<file path="src/rtl/acq_trig_pkg.sv">
package acq_trig_pkg;
  typedef enum logic {
    TRIG_TIMED = 1'b0,
    TRIG_EDGE  = 1'b1
  } trig_mode_e;
endpackage

</file>
<file path="src/rtl/acq_sync_rise.sv">
module acq_sync_rise #(
  parameter int unsigned STAGES = 2
) (
  input  logic clk_i,
  input  logic rst_ni,
  input  logic async_i,
  output logic rise_o
);
  logic [STAGES-1:0] sync_q;
  logic              last_q;

  generate
    if (STAGES == 1) begin : g_one
      always_ff @(posedge clk_i or negedge rst_ni) begin
        if (!rst_ni) sync_q <= '0;
        else         sync_q <= async_i;
      end
    end else begin : g_chain
      always_ff @(posedge clk_i or negedge rst_ni) begin
        if (!rst_ni) sync_q <= '0;
        else         sync_q <= {sync_q[STAGES-2:0], async_i};
      end
    end
  endgenerate

  always_ff @(posedge clk_i or negedge rst_ni) begin
    if (!rst_ni) last_q <= 1'b0;
    else         last_q <= sync_q[STAGES-1];
  end

  assign rise_o = sync_q[STAGES-1] & ~last_q;
endmodule

</file>
<file path="src/rtl/acq_period_timer.sv">
module acq_period_timer #(
  parameter int unsigned UNIT_CYCLES = 800000,
  parameter int unsigned RPT_W       = 5
) (
  input  logic             clk_i,
  input  logic             rst_ni,
  input  logic             restart_i,
  input  logic [RPT_W-1:0] repeat_i,
  output logic             due_o
);
  localparam int unsigned PRE_W = (UNIT_CYCLES > 1) ? $clog2(UNIT_CYCLES) : 1;
  localparam logic [PRE_W-1:0] PRE_LAST = PRE_W'(UNIT_CYCLES - 1);

  logic [PRE_W-1:0] pre_q;
  logic [RPT_W-1:0] unit_q;
  logic             due_q;
  logic             tick;
  logic [RPT_W:0]   unit_nxt;
  logic             reached;

  assign tick     = (pre_q == PRE_LAST) & ~due_q;
  assign unit_nxt = {1'b0, unit_q} + 1'b1;
  assign reached  = unit_nxt >= {1'b0, repeat_i};
  // due in the tick cycle itself so the interval is exactly N units
  assign due_o    = due_q | (tick & reached);

  // due_q resets high: first timed start right after reset
  always_ff @(posedge clk_i or negedge rst_ni) begin
    if (!rst_ni) begin
      pre_q  <= '0;
      unit_q <= '0;
      due_q  <= 1'b1;
    end else if (restart_i) begin
      pre_q  <= '0;
      unit_q <= '0;
      due_q  <= 1'b0;
    end else if (!due_q) begin
      if (tick) begin
        pre_q  <= '0;
        unit_q <= unit_nxt[RPT_W-1:0];
        due_q  <= reached;
      end else begin
        pre_q  <= pre_q + 1'b1;
      end
    end
  end
endmodule

</file>
<file path="src/rtl/acq_trigger_sched.sv">
module acq_trigger_sched
  import acq_trig_pkg::*;
#(
  parameter int unsigned UNIT_CYCLES = 800000,
  parameter int unsigned RPT_W       = 5,
  parameter int unsigned SYNC_STAGES = 2
) (
  input  logic             clk_i,
  input  logic             rst_ni,
  input  logic             sync_i,
  input  logic             edge_mode_i,
  input  logic [RPT_W-1:0] repeat_i,
  input  logic             done_i,
  output logic             start_o,
  output logic             sleep_o
);
  trig_mode_e mode;
  logic       rise;
  logic       due;
  logic       busy_q;
  logic       pend_q;
  logic       want;
  logic       start;

  assign mode = trig_mode_e'(edge_mode_i);

  acq_sync_rise #(.STAGES(SYNC_STAGES)) u_sync (
    .clk_i  (clk_i),
    .rst_ni (rst_ni),
    .async_i(sync_i),
    .rise_o (rise)
  );

  acq_period_timer #(.UNIT_CYCLES(UNIT_CYCLES), .RPT_W(RPT_W)) u_timer (
    .clk_i    (clk_i),
    .rst_ni   (rst_ni),
    .restart_i(start),
    .repeat_i (repeat_i),
    .due_o    (due)
  );

  always_comb begin
    unique case (mode)
      TRIG_EDGE:  want = pend_q | rise;
      default:    want = (repeat_i == '0) ? 1'b1 : due;
    endcase
  end

  assign start = ~busy_q & want;

  always_ff @(posedge clk_i or negedge rst_ni) begin
    if (!rst_ni)      busy_q <= 1'b0;
    else if (start)   busy_q <= 1'b1;
    else if (done_i)  busy_q <= 1'b0;
  end

  // one pending slot: edges during a cycle collapse
  always_ff @(posedge clk_i or negedge rst_ni) begin
    if (!rst_ni)                 pend_q <= 1'b0;
    else if (mode != TRIG_EDGE)  pend_q <= 1'b0;
    else                         pend_q <= (pend_q | rise) & ~start;
  end

  assign start_o = start;
  assign sleep_o = ~busy_q & ~want;
endmodule

</file>
<file path="config.mk">
export PLATFORM = sky130hd
export DESIGN_NAME = acq_trigger_sched
export DESIGN_NICKNAME = d
export VERILOG_FILES = /design/src/rtl/acq_trig_pkg.sv /design/src/rtl/acq_sync_rise.sv /design/src/rtl/acq_period_timer.sv /design/src/rtl/acq_trigger_sched.sv
export SDC_FILE = /design/constraint.sdc
export NUM_CORES = 1
export LEC_CHECK = 0
export BUFFER_PORTS_ARGS = -buffer_cell sky130_fd_sc_hd__buf_2
export CORE_MARGIN = 4
export CORE_UTILIZATION = 35
export CTS_CLUSTER_DIAMETER = 120
export DETAILED_ROUTE_END_ITERATION = 10
export GPL_TIMING_DRIVEN = 0
export SYNTH_ARGS = -nofsm -noshare
export SYNTH_HDL_FRONTEND = slang
export SYNTH_SLANG_ARGS = --single-unit
</file>
<file path="constraint.sdc">
create_clock -name clk_i -period 2.8 [get_ports clk_i]
set_input_delay 0.14 -clock clk_i [delete_from_list [all_inputs] [get_ports clk_i]]
set_output_delay 0.14 -clock clk_i [all_outputs]
set_load 0.1 [all_outputs]
</file>
# [After elaboration in Yosys (flattened, before gate mapping)]
# Cells that the tools add are included.
[word_totals] input_bits=10 regBits=31 output_inout_bits=2 word_cells=43
[op_classes] add_sub_neg=2 n_reduce_logical=4 n_eq_ne=2 mux=14 n_lt_le_gt_ge=1 n_bitwise=13
[op_table] op="20-bit two-way mux" count=3
[op_table] op="20-bit by 1-bit adder with 20-bit output, second input constant" count=1
[op_table] op="20-bit == test, second input constant" count=1
[op_table] op="5-bit two-way mux" count=3
[op_table] op="1-bit two-way mux" count=8
[op_table] op="5-bit by 1-bit adder with 6-bit output, second input constant" count=1
[op_table] op="1-bit AND" count=6
[op_table] op="6-bit by 5-bit greater-or-equal comparator with 1-bit output" count=1
[op_table] op="5-bit zero test" count=1
[op_table] op="1-bit NOT" count=5
[op_table] op="2-bit nonzero test" count=2
[op_table] op="2-bit != test, second input constant" count=1
[op_table] op="1-bit bitwise OR" count=2
[op_table] op="2-bit AND reduction" count=1

# [Longest topological paths before layout]
[depth] ltp_word=10 ltp_mapped=8 mapped_depth_nobuf=8

# [Modules after synthesis]
# From an unflattened synthesis, not the netlist that was laid out.
[hier_totals] cells_unflattened=193 hier_area_um2=1875.5
[by_module_without_submodules] module="acq_period_timer" instances=1 cells_each=178 area_per_inst_um2=1664.1 seq_area_each_um2=651.9
[by_module_without_submodules] module="acq_trigger_sched" instances=1 cells_each=11 area_per_inst_um2=122.6 seq_area_each_um2=50.0
[by_module_without_submodules] module="acq_sync_rise" instances=1 cells_each=4 area_per_inst_um2=88.8 seq_area_each_um2=75.1

# [Worst setup path after synthesis]
# No wires, ideal clock.
[synth_timing] path_type="register to output" from="register u_timer.unit_q[0]" to="output sleep_o" stages_incl_launch_ff=9 setup_slack_ns=-0.465 arrival_time_ns=3.125 n_path_buf=0 t_required_ns=2.660 path_cell_list="dfrtp_1 and3_1 xor2_1 ha_1 a21o_1 a21oi_1 o211a_1 o21ai_0 a21oi_1"
[synth_between] elab_chain_len=8
[synth_rtl] item="start, declared" line="acq_period_timer.sv:15" text="logic [RPT_W-1:0] unit_q;"
[synth_rtl] item="start signal, assigned" line="acq_period_timer.sv:40" text="unit_q <= unit_nxt[RPT_W-1:0];"
[synth_rtl] item="5-bit by 1-bit adder with 6-bit output" line="acq_period_timer.sv:22" text="assign unit_nxt = {1'b0, unit_q} + 1'b1;"
[synth_rtl] item="6-bit by 5-bit greater-or-equal comparator with 1-bit output" line="acq_period_timer.sv:23" text="assign reached = unit_nxt >= {1'b0, repeat_i};"
[synth_rtl] item="1-bit AND" line="acq_period_timer.sv:25" text="assign due_o = due_q | (tick & reached);"
[synth_rtl] item="1-bit bitwise OR" line="acq_period_timer.sv:25"
[synth_rtl] item="1-bit two-way mux" line="acq_trigger_sched.sv:45" text="default: want = (repeat_i == '0) ? 1'b1 : due;"
[synth_rtl] item="1-bit two-way mux" line="acq_trigger_sched.sv:43" text="unique case (mode)"
[synth_rtl] item="1-bit NOT" line="acq_trigger_sched.sv:65" text="assign sleep_o = ~busy_q & ~want;"
[synth_rtl] item="1-bit AND" line="acq_trigger_sched.sv:65"
[synth_rtl] item="end, declared" line="acq_trigger_sched.sv:15" text="output logic sleep_o"
# No other way between the ends.

# [Worst setup path in the final report]
[layout_timing] from="register u_timer.unit_q[2]" to="output start_o"
[layout_between] elab_chain_len=7
[layout_rtl] item="5-bit by 1-bit adder with 6-bit output" line="acq_period_timer.sv:22"
[layout_rtl] item="6-bit by 5-bit greater-or-equal comparator with 1-bit output" line="acq_period_timer.sv:23"
[layout_rtl] item="1-bit AND" line="acq_period_timer.sv:25"
[layout_rtl] item="1-bit bitwise OR" line="acq_period_timer.sv:25"
[layout_rtl] item="1-bit two-way mux" line="acq_trigger_sched.sv:45"
[layout_rtl] item="1-bit two-way mux" line="acq_trigger_sched.sv:43"
[layout_rtl] item="1-bit AND" line="acq_trigger_sched.sv:49" text="assign start = ~busy_q & want;"
[layout_rtl] item="end, declared" line="acq_trigger_sched.sv:14" text="output logic start_o,"
# No other way between the ends.

==> results_dict.tcl <==
set metrics [dict create \
    fp.dieW_um 79.48 \
    grt_max_degree 32 \
    setup_violations 0 \
    nNetsFinal 231 \
    fmax_ghz 0.3732 \
    slew_viol_final 0 \
    gr-total-overflow 0 \
    cp_slowest_cell "dfrtp_1" \
    row_count 25 \
    clock_sinks 31 \
    clkTransAtPathRegs_ps 70 \
    cp-start-kind "register" \
    synth.cell_area_sq_mm 0.001788 \
    synth_ff_type "dfrtp_1" \
    seq_area_frac_synth_pct 43.46 \
    start_util_pct 36.88 \
    layout-drive-gt1-share_pct 19.53 \
    fin_cells 282 \
    cts_buffers 5 \
    period_needed_ps 2680 \
    routedWlPerCell_um 13.40 \
    cp_cell_sequence "and3_2 -> xor2_1 -> ha_1 -> a21o_1 -> a21oi_1 -> o211ai_1 -> a21oi_2 -> nor2_2 -> buf_4" \
    wl_met3_um 200 \
    setup_ws_ps 120.3 \
    dr.max_layer_used "met4" \
    dp.cells 269 \
    fin_skew_ps 11.06 \
    power.density_mw_per_mm2 534.0 \
    status "finished, final reports clean" \
    hpwl_mm 2.718 \
    hold_path.class "primary input to register" \
    drtIter0Drc 66 \
    cts_buffer_depth 2 \
    synth.distinct_cells 40 \
    area_growth_syn_to_layout_pct 18.61 \
    ys_ff_latch 31 \
    clockRootBuffer "clkbuf_8" \
    cts_tree "built" \
    mostFrequentLayoutCell "dfrtp_1" \
    synth_cells 191 \
    setup.worst_path.end_class "output pin" \
    hold_viol 0 \
    drc_errors 0 \
    dieHeight_um 79.48 \
    gp_congestion 0.7845 \
    finalPower_mw 1.132 \
    avgSynthCellArea_sq_um 9.361 \
    cp.required_ps 2660 \
    antenna_cells 0 \
    dieArea_sq_mm 0.006316 \
    critPathKind "register to output pin" \
    synth_edf_count 0 \
    leakage_nw 0.9160 \
    drt-total-wl_mm 3.778 \
    core_sq_mm 0.004848 \
    grt_pass1_wl_mm 6.748 \
    viasPerCell 5.316 \
    clk_latency_ps 290 \
    ys_warn_count 0 \
    dp_worst_setup_slack_ps 218.4 \
    ioPinCount 12 \
    ant_nets 0 \
    final_cell_mix "dfrtp_1 (30), nor2_1 (16), a21oi_1 (15)" \
    drv_cap 0 \
    worstMarginPinSlew_ps 693.0 \
    dr.pass1.iters 4 \
    grt_usage_pct 13.52 \
    finish.utilization_pct 43.74 \
    async_flop_share_pct 100.0 \
    grt_pass1_vias 1476 \
    finalCritPeriodShare_pct 95.70 \
    maxSlewHeadroom_pct 53.80 \
    antenna_found_initial 0 \
    drt-met1-wl_mm 1.720 \
    slowest_delay_ps 450 \
    syn_nets 208 \
    fill_cells 490 \
    peakVddDrop_v 0.0003978 \
    arrival_ps 2540 \
    crit_fanout 6 \
    port_buffers 11 \
    cts_max_level 2 \
    wl_met2_mm 1.795 \
    vias 1499 \
    rsz0062_at_grt "yes" \
]
-- state kept, by name, indices dropped and copies added (netlist names) --
signal          cells
u_timer.unit_q      5
busy_q              1
u_timer.pre_q      20
u_timer.due_q       1
pend_q              1
u_sync.sync_q       2
u_sync.last_q       1
-- stage by stage --
stage          cell area, sq um  hold slack [ps]  TNS, ps
2_1_floorplan              1794           -155.6        0
6_report                   2121            46.70        0
4_1_cts                    2076            44.74        0
5_1_grt                    2121            48.91   -26.66
3_5_place_dp               1933            233.1        0
3_3_place_gp               1933            232.7        0
-- what timing repair did --
item | 4_1_cts | 5_1_grt
pin swaps | 0 | 2
endpoints found under the hold margin | 31 | 0
hold buffers | 2 | 0
setup buffers | 0 | 3
gates resized for setup | 2 | 6
endpoints found under the setup margin | 2 | 2
-- routing by layer --
| layer | vias to the layer above | track usage, % |
|---|---|---|
| li1 | 737 | - |
| met1 | 725 | 17.51 |
| met2 | 31 | 21.37 |
| met3 | 6 | 3.612 |
| met4 | 0 | 5.326 |
| met5 | - | 0 |
-- final timing paths --
kind,start,endpoint,slack (ps),cells after the start
max in group asynchronous,rst_ni,u_sync.sync_q[0],1910,2
hold / removal,done_i,busy_q,50,2
setup reg to reg,u_timer.unit_q[2],u_timer.unit_q[0],470,9
min in group asynchronous,rst_ni,u_timer.unit_q[3],440,2
hold reg to reg,u_sync.sync_q[0],u_sync.sync_q[1],350,0
setup / recovery,u_timer.unit_q[2],start_o,120,9
-- synthesized netlist by cell type (2+ instances only) --
cell type | number | area [sq um]
or4_1 | 4 | 30.03
nand2b_1 | 2 | 12.51
o31ai_1 | 4 | 30.03
clkbuf_1 | 3 | 11.26
nand4_1 | 4 | 25.02
ha_1 | 7 | 87.58
a211o_1 | 2 | 17.52
or3_1 | 5 | 31.28
nand3_1 | 11 | 55.05
inv_1 | 10 | 37.54
o211ai_1 | 4 | 30.03
a21oi_1 | 17 | 85.08
nand2_1 | 12 | 45.04
and2_1 | 2 | 12.51
o21ai_0 | 10 | 50.05
and3_1 | 3 | 18.77
nor3_1 | 4 | 20.02
xnor2_1 | 10 | 87.58
a2111oi_0 | 2 | 17.52
nor2_1 | 17 | 63.81
a211oi_1 | 5 | 37.54
xor2_1 | 4 | 35.03
buf_2 | 3 | 15.01
dfrtp_1 | 30 | 750.7
-- critical path, delay by kind of cell, from the launching register on --
family                     cells  cell delay, ps
xor gates and xnor gates       1             150
DFF                            1             450
buffers and inverters          1             240
and+or+nand+nor                2             320
adders and majority gates      1             290
AOI/OAI and AO/OA              4             810
-- logic make-up after synthesis --
group / share of synthesized area, %
fa+ha+maj: 4.898
simple gates: 21.83
xor+xnor: 6.858
flops: 43.46
buf+inv: 3.569
compound gates: 18.83
mux: 0.5599
-- power by group --
part | total [mW] | internal [mW] | switching, mW | leakage (nW)
clock | 0.458 | 0.288 | 0.170 | 0.0612
combinational | 0.171 | 0.0598 | 0.111 | 0.439
sequential | 0.504 | 0.477 | 0.0270 | 0.415
total | 1.13 | 0.825 | 0.308 | 0.916
-- area by class of cell --
type | instances | area (sq um) | area share [%]
clock inverters | 2 | 35.03 | 1.652
clock buffers | 6 | 82.58 | 3.894
multi-input cells | 144 | 968.4 | 45.66
flip-flops and latches | 31 | 777.0 | 36.64
repair buffers | 16 | 110.1 | 5.192
inverters | 10 | 37.54 | 1.770
plain buffers | 6 | 26.28 | 1.239
well taps | 67 | 83.83 | 3.953
Note: power is estimated with default switching activity, not from simulation.
